[src/rtl/acc_alu.sv]
module acc_alu #(
  parameter int W   = 8,
  parameter int OPW = 7
) (
  input  logic [OPW-1:0] op_sel,
  input  logic [W-1:0]   acc_in,
  input  logic [W-1:0]   opnd_in,
  input  logic           c_in,
  output logic [W-1:0]   res_out,
  output logic           acc_we,
  output logic           n_out,
  output logic           z_out,
  output logic           c_out,
  output logic           v_out,
  output logic           n_we,
  output logic           z_we,
  output logic           c_we,
  output logic           v_we
);
  localparam int MSB = W - 1;
  localparam logic [W-1:0] ONE = {{(W-1){1'b0}}, 1'b1};

  logic is_inv, is_inc, is_dec, is_shl, is_shr, is_asr;
  logic is_add, is_sub, is_cmp, is_and, is_or;
  logic with_c, shift, logic_op, owned;
  logic [W:0] add_w, sub_w;
  logic add_ov, sub_ov;

  assign is_inv = op_sel == OPW'(8'h03);
  assign is_inc = op_sel == OPW'(8'h04);
  assign is_dec = op_sel == OPW'(8'h05);
  assign is_shl = op_sel == OPW'(8'h06);
  assign is_shr = op_sel == OPW'(8'h07);
  assign is_asr = op_sel == OPW'(8'h08);
  assign is_add = op_sel >= OPW'(8'h23) && op_sel <= OPW'(8'h28);
  assign is_sub = op_sel >= OPW'(8'h29) && op_sel <= OPW'(8'h2E);
  assign is_cmp = op_sel >= OPW'(8'h2F) && op_sel <= OPW'(8'h31);
  assign is_and = op_sel >= OPW'(8'h32) && op_sel <= OPW'(8'h34);
  assign is_or  = op_sel >= OPW'(8'h35) && op_sel <= OPW'(8'h37);
  assign with_c = (is_add && op_sel >= OPW'(8'h26)) || (is_sub && op_sel >= OPW'(8'h2C));

  assign shift    = is_shl | is_shr | is_asr;
  assign logic_op = is_inv | is_and | is_or;

  assign add_w  = {1'b0, acc_in} + {1'b0, opnd_in} + {{W{1'b0}}, with_c & c_in};
  assign sub_w  = {1'b0, acc_in} - {1'b0, opnd_in} - {{W{1'b0}}, with_c & c_in};
  assign add_ov = (acc_in[MSB] == opnd_in[MSB]) && (add_w[MSB] != acc_in[MSB]);
  assign sub_ov = (acc_in[MSB] != opnd_in[MSB]) && (sub_w[MSB] != acc_in[MSB]);

  always_comb begin
    res_out = '0;
    if (is_inv)               res_out = ~acc_in;
    else if (is_inc)          res_out = acc_in + ONE;
    else if (is_dec)          res_out = acc_in - ONE;
    else if (is_shl)          res_out = {acc_in[MSB-1:0], 1'b0};
    else if (is_shr)          res_out = {1'b0, acc_in[MSB:1]};
    else if (is_asr)          res_out = {acc_in[MSB], acc_in[MSB:1]};
    else if (is_add)          res_out = add_w[W-1:0];
    else if (is_sub | is_cmp) res_out = sub_w[W-1:0];
    else if (is_and)          res_out = acc_in & opnd_in;
    else if (is_or)           res_out = acc_in | opnd_in;
  end

  assign acc_we = logic_op | is_inc | is_dec | shift | is_add | is_sub;
  assign owned  = acc_we | is_cmp;
  assign n_we   = owned;
  assign z_we   = owned;
  assign c_we   = shift | is_add | is_sub | is_cmp;
  assign v_we   = shift | is_add | is_sub | is_cmp | logic_op;

  assign n_out = res_out[MSB];
  assign z_out = res_out == '0;
  assign c_out = is_shl ? acc_in[MSB] :
                 (is_shr | is_asr) ? acc_in[0] :
                 is_add ? add_w[W] : sub_w[W];
  assign v_out = is_add ? add_ov : (is_sub | is_cmp) ? sub_ov : 1'b0;

  always_comb begin
    if (is_inv) AST_INV_BITS: assert ((res_out ^ acc_in) == '1 && !c_we && !v_out) else $error("inv");
    if (is_inc | is_dec) AST_STEP_NZ_ONLY: assert (!c_we && !v_we && n_we) else $error("step");
    if (is_shl) AST_SHL_CARRY: assert (c_out == acc_in[MSB] && !v_out && c_we) else $error("shl");
    if (is_cmp) AST_CMP_HOLD_ACC: assert (!acc_we && c_we && v_we) else $error("cmp");
    if (is_and | is_or) AST_LOGIC_KEEP_C: assert (!c_we && v_we && !v_out) else $error("logic");
    if (!acc_we) AST_IDLE_NO_FLAGS: assert (is_cmp || !(n_we | z_we | c_we | v_we)) else $error("idle");
  end
endmodule

[config.mk]
export PLATFORM = sky130hd
export DESIGN_NAME = acc_alu
export DESIGN_NICKNAME = d
export VERILOG_FILES = /design/src/rtl/acc_alu.sv
export SDC_FILE = /design/constraint.sdc
export NUM_CORES = 1
export LEC_CHECK = 0
export BUFFER_PORTS_ARGS = -buffer_cell sky130_fd_sc_hd__buf_4
export CELL_PAD_IN_SITES_DETAIL_PLACEMENT = 0
export CELL_PAD_IN_SITES_GLOBAL_PLACEMENT = 1
export CORE_ASPECT_RATIO = 1.75
export CORE_MARGIN = 2
export CORE_UTILIZATION = 46
export DETAILED_ROUTE_END_ITERATION = 6
export PLACE_DENSITY_LB_ADDON = 0.08
export SLEW_MARGIN = 15
export SYNTH_ARGS = -nofsm -noshare
export SYNTH_HDL_FRONTEND = slang
export SYNTH_SLANG_ARGS = --single-unit
[constraint.sdc]
create_clock -name vclk -period 12.7
set_input_delay 2.54 -clock vclk [all_inputs]
set_output_delay 2.54 -clock vclk [all_outputs]
set_load 0.05 [all_outputs]
==> summary.txt, run 1 <==
Timing
  – Period utilisation layout: 70.2%
  – Total Neg Setup Slack: 0 ns
  – Hold Fails Final Rpt: 0
  – RSZ-0062 raised after global routing: no
  – Final setup fails: 0
  – Final min period: 8.91 ns
  – Slew Viols, Final: 0
  – Max Fclk: 112 MHz
  – Worst-margin pin slew: 0.800 ns
  – Final setup margin: 3.79 ns
  – Normalized max-slew margin: 45.3%

Synthesis
  – Adder-Cell Fraction of Synth Area: 21.1%
  – Main combinational cell family by area after synthesis: compound AO/OA/AOI/OAI gates
  – Post-Syn Area: 2280 um^2
  – Syn Area/Cell: 7.02 um^2
  – Mux cell area share after synthesis: 1.37%
  – Post-Synth Simple-Gate Area: 28.5%
  – Compound-Gate Fraction of Synth Area: 33.6%
  – Synthesized Nets: 385
  – Synth area leader: ha_1
  – Synth Area in XOR/XNOR: 6.14%
  – Syn. warnings: 0
  – Sequential share of the synthesized area: 0%
  – Number of distinct library cells after synthesis: 74
  – Top cells by area, synth: ha_1 18%, xnor2_1 5.0%, inv_1 4.9%
  – Post-synth top area share: 17.6%
  – Post-synth top cells: 32 x ha_1, 30 x inv_1, 21 x nand2_1
  – Cell with the most instances after synthesis: ha_1
  – Cell count after synthesis: 325

Floorplanning
  – Die height: 97.2 um
  – IO Pins: 41
  – Row count: 33
  – Starting Density: 48.0%
  – Core area: 4750 um^2
  – Horiz. Die Dim: 57.2 um
  – Die Area: 5560 um^2

Power and ir drop
  – LEAKAGE: 1.12 nW
  – Max VDD drop: 0.0256 mV
  – Ratio of total power to cell area: 47.2 nW/um^2

Cells and area
  – Layout cells sized above 1: 15.9%
  – Sequential Area: 0 um^2
  – FF+latch count: 0
  – Core Util, Final: 53.9%
  – Antenna diodes: 0
  – # clk buffers: 0
  – Final net count: 409
  – Design area: 2560 um^2
  – Syn-to-layout area delta: 12.2%

Placement
  – Port Buffers: 41
  – Hpwl dp: 6090 um
  – Final RePlAce weighted congestion: 0.879
  – Dpl ws: 3.83 ns
  – Placed Area: 2560 um^2

Detailed routing
  – DR WL/cell: 18.8 um
  – DR vias/cell: 6.55
  – Iteration-0 DRC Markers: 169
  – Post-detailed-routing wire length: 7490 um
  – ANT nets after route: 0
  – Vias: 2615
  – Number of remaining DRC errors: 0
  – TritonRoute pass-1 iters: 4

Setup path
  – Worst-path cell chain: buf_4, a211oi_1, a21o_1, o21ai_0, nand3_1, inv_1, fa_1, inv_1, ha_1, o21ai_0, a21boi_0, o22ai_1, xnor2_1, a221oi_1, o21ai_0, nor3_2, buf_4
  – CP Class: primary input to output pin
  – Slowest stage delay, CP: 0.61 ns
  – Crit path max fanout: 26
  – Critical Path RT: 10.16 ns
  – Crit path DAT: 6.37 ns
  – Most used cell, CP: o21ai_0
  – Slowest-stage cell, CP: a211oi_1
  – Critical path capture point type: output pin
  – Worst setup SP type: primary input

Hold path
  – Worst Hold Depth: 3
  – Hold Path End: c_out
  – Hold path startpoint: acc_in[7]
  – Hold/Removal Path Class: primary input to output pin

Clock tree
  – Post-CTS Setup Bufs: 0
  – Post-cts sizing count: 0
  – Hold-fix buffers, CTS: 0

Outcome
  – Status: finished clean

Global routing
  – Initial antenna violation count: 0
  – Global route overflow: 0
  – First-pass GRT wire length: 12300 um
  – Via count of the first global-routing pass: 2487
  – Pin count of the biggest net entering global routing: 29
  – Total GRT Usage: 27.0%

Run
  – Max-cap violations: 0
per-layer routing:
layer  up-vias  GRT usage, %  wire length, um
met3        23          1.46              304
li1       1249             -                -
met2       110          49.6             3960
met4         0          10.0              269
met5         -             0                0
met1      1233          31.6             2960
stage by stage:
step	cells	total power, mW	hold slack [ns]
after floorplan	325	0.0856	5.41
after global placement	399	0.119	5.53
after detailed placement	399	0.119	5.53
after CTS	399	0.120	5.53
after global routing	399	0.130	5.54
final	399	0.121	5.53
cells by family after synthesis:
| family | after synthesis |
|---|---|
| adders and majority gates | 36 |
| xor gates and xnor gates | 16 |
| and+or+nand+nor | 116 |
| buffers and inverters | 50 |
| muxes | 3 |
| AOI/OAI and AO/OA | 104 |
worst max-delay path by stage:
stage	from	to	slack, ns	cells past startpoint
floorplan	op_sel[1]	z_out	3.30	18
global placement	op_sel[1]	z_out	3.94	15
detailed placement	op_sel[1]	z_out	3.83	15
CTS	op_sel[1]	z_out	3.83	15
global route	op_sel[0]	z_out	3.47	17
finish	op_sel[0]	z_out	3.79	17
critical path: cells and delay by family:
family                   cells  cell delay, ns
AND/OR/NAND/NOR              2            0.35
AO/OA/AOI/OAI                8            2.08
buffers and inverters        4            0.54
adder cells (fa/ha/maj)      2            0.71
XOR/XNOR                     1            0.13
cells in the final DEF (no fill, tap or decap), types with 6 or more instances in the layout:
cell and instances:
buf_4 41, ha_1 32, inv_1 30, nand2_1 21, nor2_1 20, a21oi_1 17
o21ai_0 17, xnor2_1 13, nand3_1 12, nor3_1 11, nor2b_1 8, or3_1 8
a211oi_1 7, a221oi_1 7, a21o_1 6
report_power, final:
part,internal (mW),total (mW),switching (mW)
Clock,0,0,0
Sequential,0,0,0
Combinational,0.0451,0.121,0.0756
final cells by class:
class                      count  area (um^2)
tap                           52         65.1
inverter                      31          116
multi-input combinational    275         2070
fill                         509         2190
timing repair buffer          41          308
No activity file was read; power rests on OpenSTA's default activity.
==> inputs of run 2 (changes only) <==
- CORE_UTILIZATION: 46 -> 43
- clock period: 12.7 -> 9.26 ns (I/O delays scaled with it)
==> summary.txt, run 2 (synthesized netlist as in run 1, its figures left out) <==
Outcome
  – Status: finished clean

Floorplanning
  – Core area: 5210 um^2
  – Die height: 100 um
  – IO Pins: 41
  – Starting Density: 43.8%
  – Horiz. Die Dim: 59.1 um
  – Die Area: 5930 um^2
  – Row count: 35

Detailed routing
  – Iteration-0 DRC Markers: 206
  – DR vias/cell: 6.44
  – Vias: 2587
  – TritonRoute pass-1 iters: 4
  – Post-detailed-routing wire length: 8010 um
  – Number of remaining DRC errors: 0
  – DR WL/cell: 19.9 um
  – ANT nets after route: 0

Run
  – Max-cap violations: 0

Setup path
  – CP Class: primary input to output pin
  – Critical path buffers and inverters: 4
  – Crit path max fanout: 26
  – Critical path capture point type: output pin
  – Slowest-stage cell, CP: a211oi_1
  – Worst-path cell chain: buf_4, a211oi_1, a21o_1, o21ai_0, nand3_1, inv_1, fa_1, inv_1, ha_1, o21ai_0, a21boi_0, o22ai_1, xnor2_1, a221oi_1, o21ai_0, nor3_2, buf_4
  – Critical Path RT: 7.41 ns
  – Most used cell, CP: o21ai_0
  – Slowest stage delay, CP: 0.60 ns
  – WP depth: 17
  – Crit path DAT: 5.68 ns
  – Worst setup SP type: primary input
  – Top delay family on crit path: compound AO/OA/AOI/OAI gates

Placement
  – Dpl ws: 1.77 ns
  – Port Buffers: 41
  – Final RePlAce weighted congestion: 0.918
  – Hpwl dp: 6410 um
  – Placed Area: 2560 um^2

Hold path
  – Hold/Removal Path Class: primary input to output pin
  – Worst Hold Depth: 3

Global routing
  – Initial antenna violation count: 0
  – First-pass GRT wire length: 12500 um
  – Via count of the first global-routing pass: 2488
  – Pin count of the biggest net entering global routing: 29
  – Total GRT Usage: 27.3%
  – Global route overflow: 0

Timing
  – Slew Viols, Final: 0
  – Total Neg Setup Slack: 0 ns
  – Normalized max-slew margin: 29.9%
  – Final setup fails: 0
  – Max Fclk: 133 MHz
  – Period utilisation layout: 81.4%
  – Final min period: 7.54 ns
  – Worst-margin pin slew: 1.02 ns
  – Hold Fails Final Rpt: 0
  – Final setup margin: 1.72 ns
  – RSZ-0062 raised after global routing: no

Cells and area
  – Layout cells sized above 1: 15.9%
  – FILL cells: 559
  – Commonest non-fill, non-tap cell in the layout: buf_4
  – Area of the multi-input gates: 2070 um^2
  – FF+latch count: 0
  – # clk buffers: 0
  – Syn-to-layout area delta: 12.3%
  – Final net count: 409
  – Sequential Area: 0 um^2
  – Design area: 2560 um^2
  – Antenna diodes: 0
  – Most frequent cells in the layout: 41 x buf_4, 32 x ha_1, 30 x inv_1

Power and ir drop
  – Ratio of total power to cell area: 65.1 nW/um^2
  – LEAKAGE: 1.12 nW
  – Final Power: 0.167 mW
  – Max VDD drop: 0.0282 mV

Clock tree
  – Post-cts sizing count: 0
  – Hold-fix buffers, CTS: 0
  – Post-CTS Setup Bufs: 0
-- run 2: cell counts in the layout (fill, tap and decap cells not counted) --
No cell type changed its count.
-- run 2: final cells by class --
| class | instances | share of cell area, % |
|---|---|---|
| multi-input cells | 275 | 80.8 |
| repair buffers | 41 | 12.0 |
| inverters | 31 | 4.54 |
| well taps | 55 | 2.69 |
-- run 2: metrics by stage --
step | util (%) | hold slack [ns] | cells
after floorplan | - | 4.03 | 325
after global placement | 49.2 | 4.16 | 402
after detailed placement | 49.2 | 4.15 | 402
after CTS | 49.2 | 4.15 | 402
after global routing | 49.2 | 4.16 | 402
final | 49.2 | 4.16 | 402
-- run 2: worst paths after layout --
path | startpoint | to | slack, ns
hold / removal | acc_in[7] | c_out | 4.16
setup / recovery | op_sel[0] | z_out | 1.72
-- run 2: routing by layer --
metal	up-vias	GRT usage, %	wire, um
met5	-	0	0
met4	0	13.5	379
met3	24	1.68	386
met2	98	49.7	4200
met1	1217	30.8	3050
li1	1248	-	-
-- run 2: tightest hold or removal path: cells and delay by family --
kind / cells / cell delay (ns)
compound gates: 1 / 0.15
buf+inv: 2 / 0.30
-- run 2: power breakdown --
| part | internal (mW) | switching, mW | leakage (nW) |
|---|---|---|---|
| logic | 0.0617 | 0.105 | 1.12 |
| registers | 0 | 0 | 0 |
| clock network | 0 | 0 | 0 |
| total | 0.0617 | 0.105 | 1.12 |
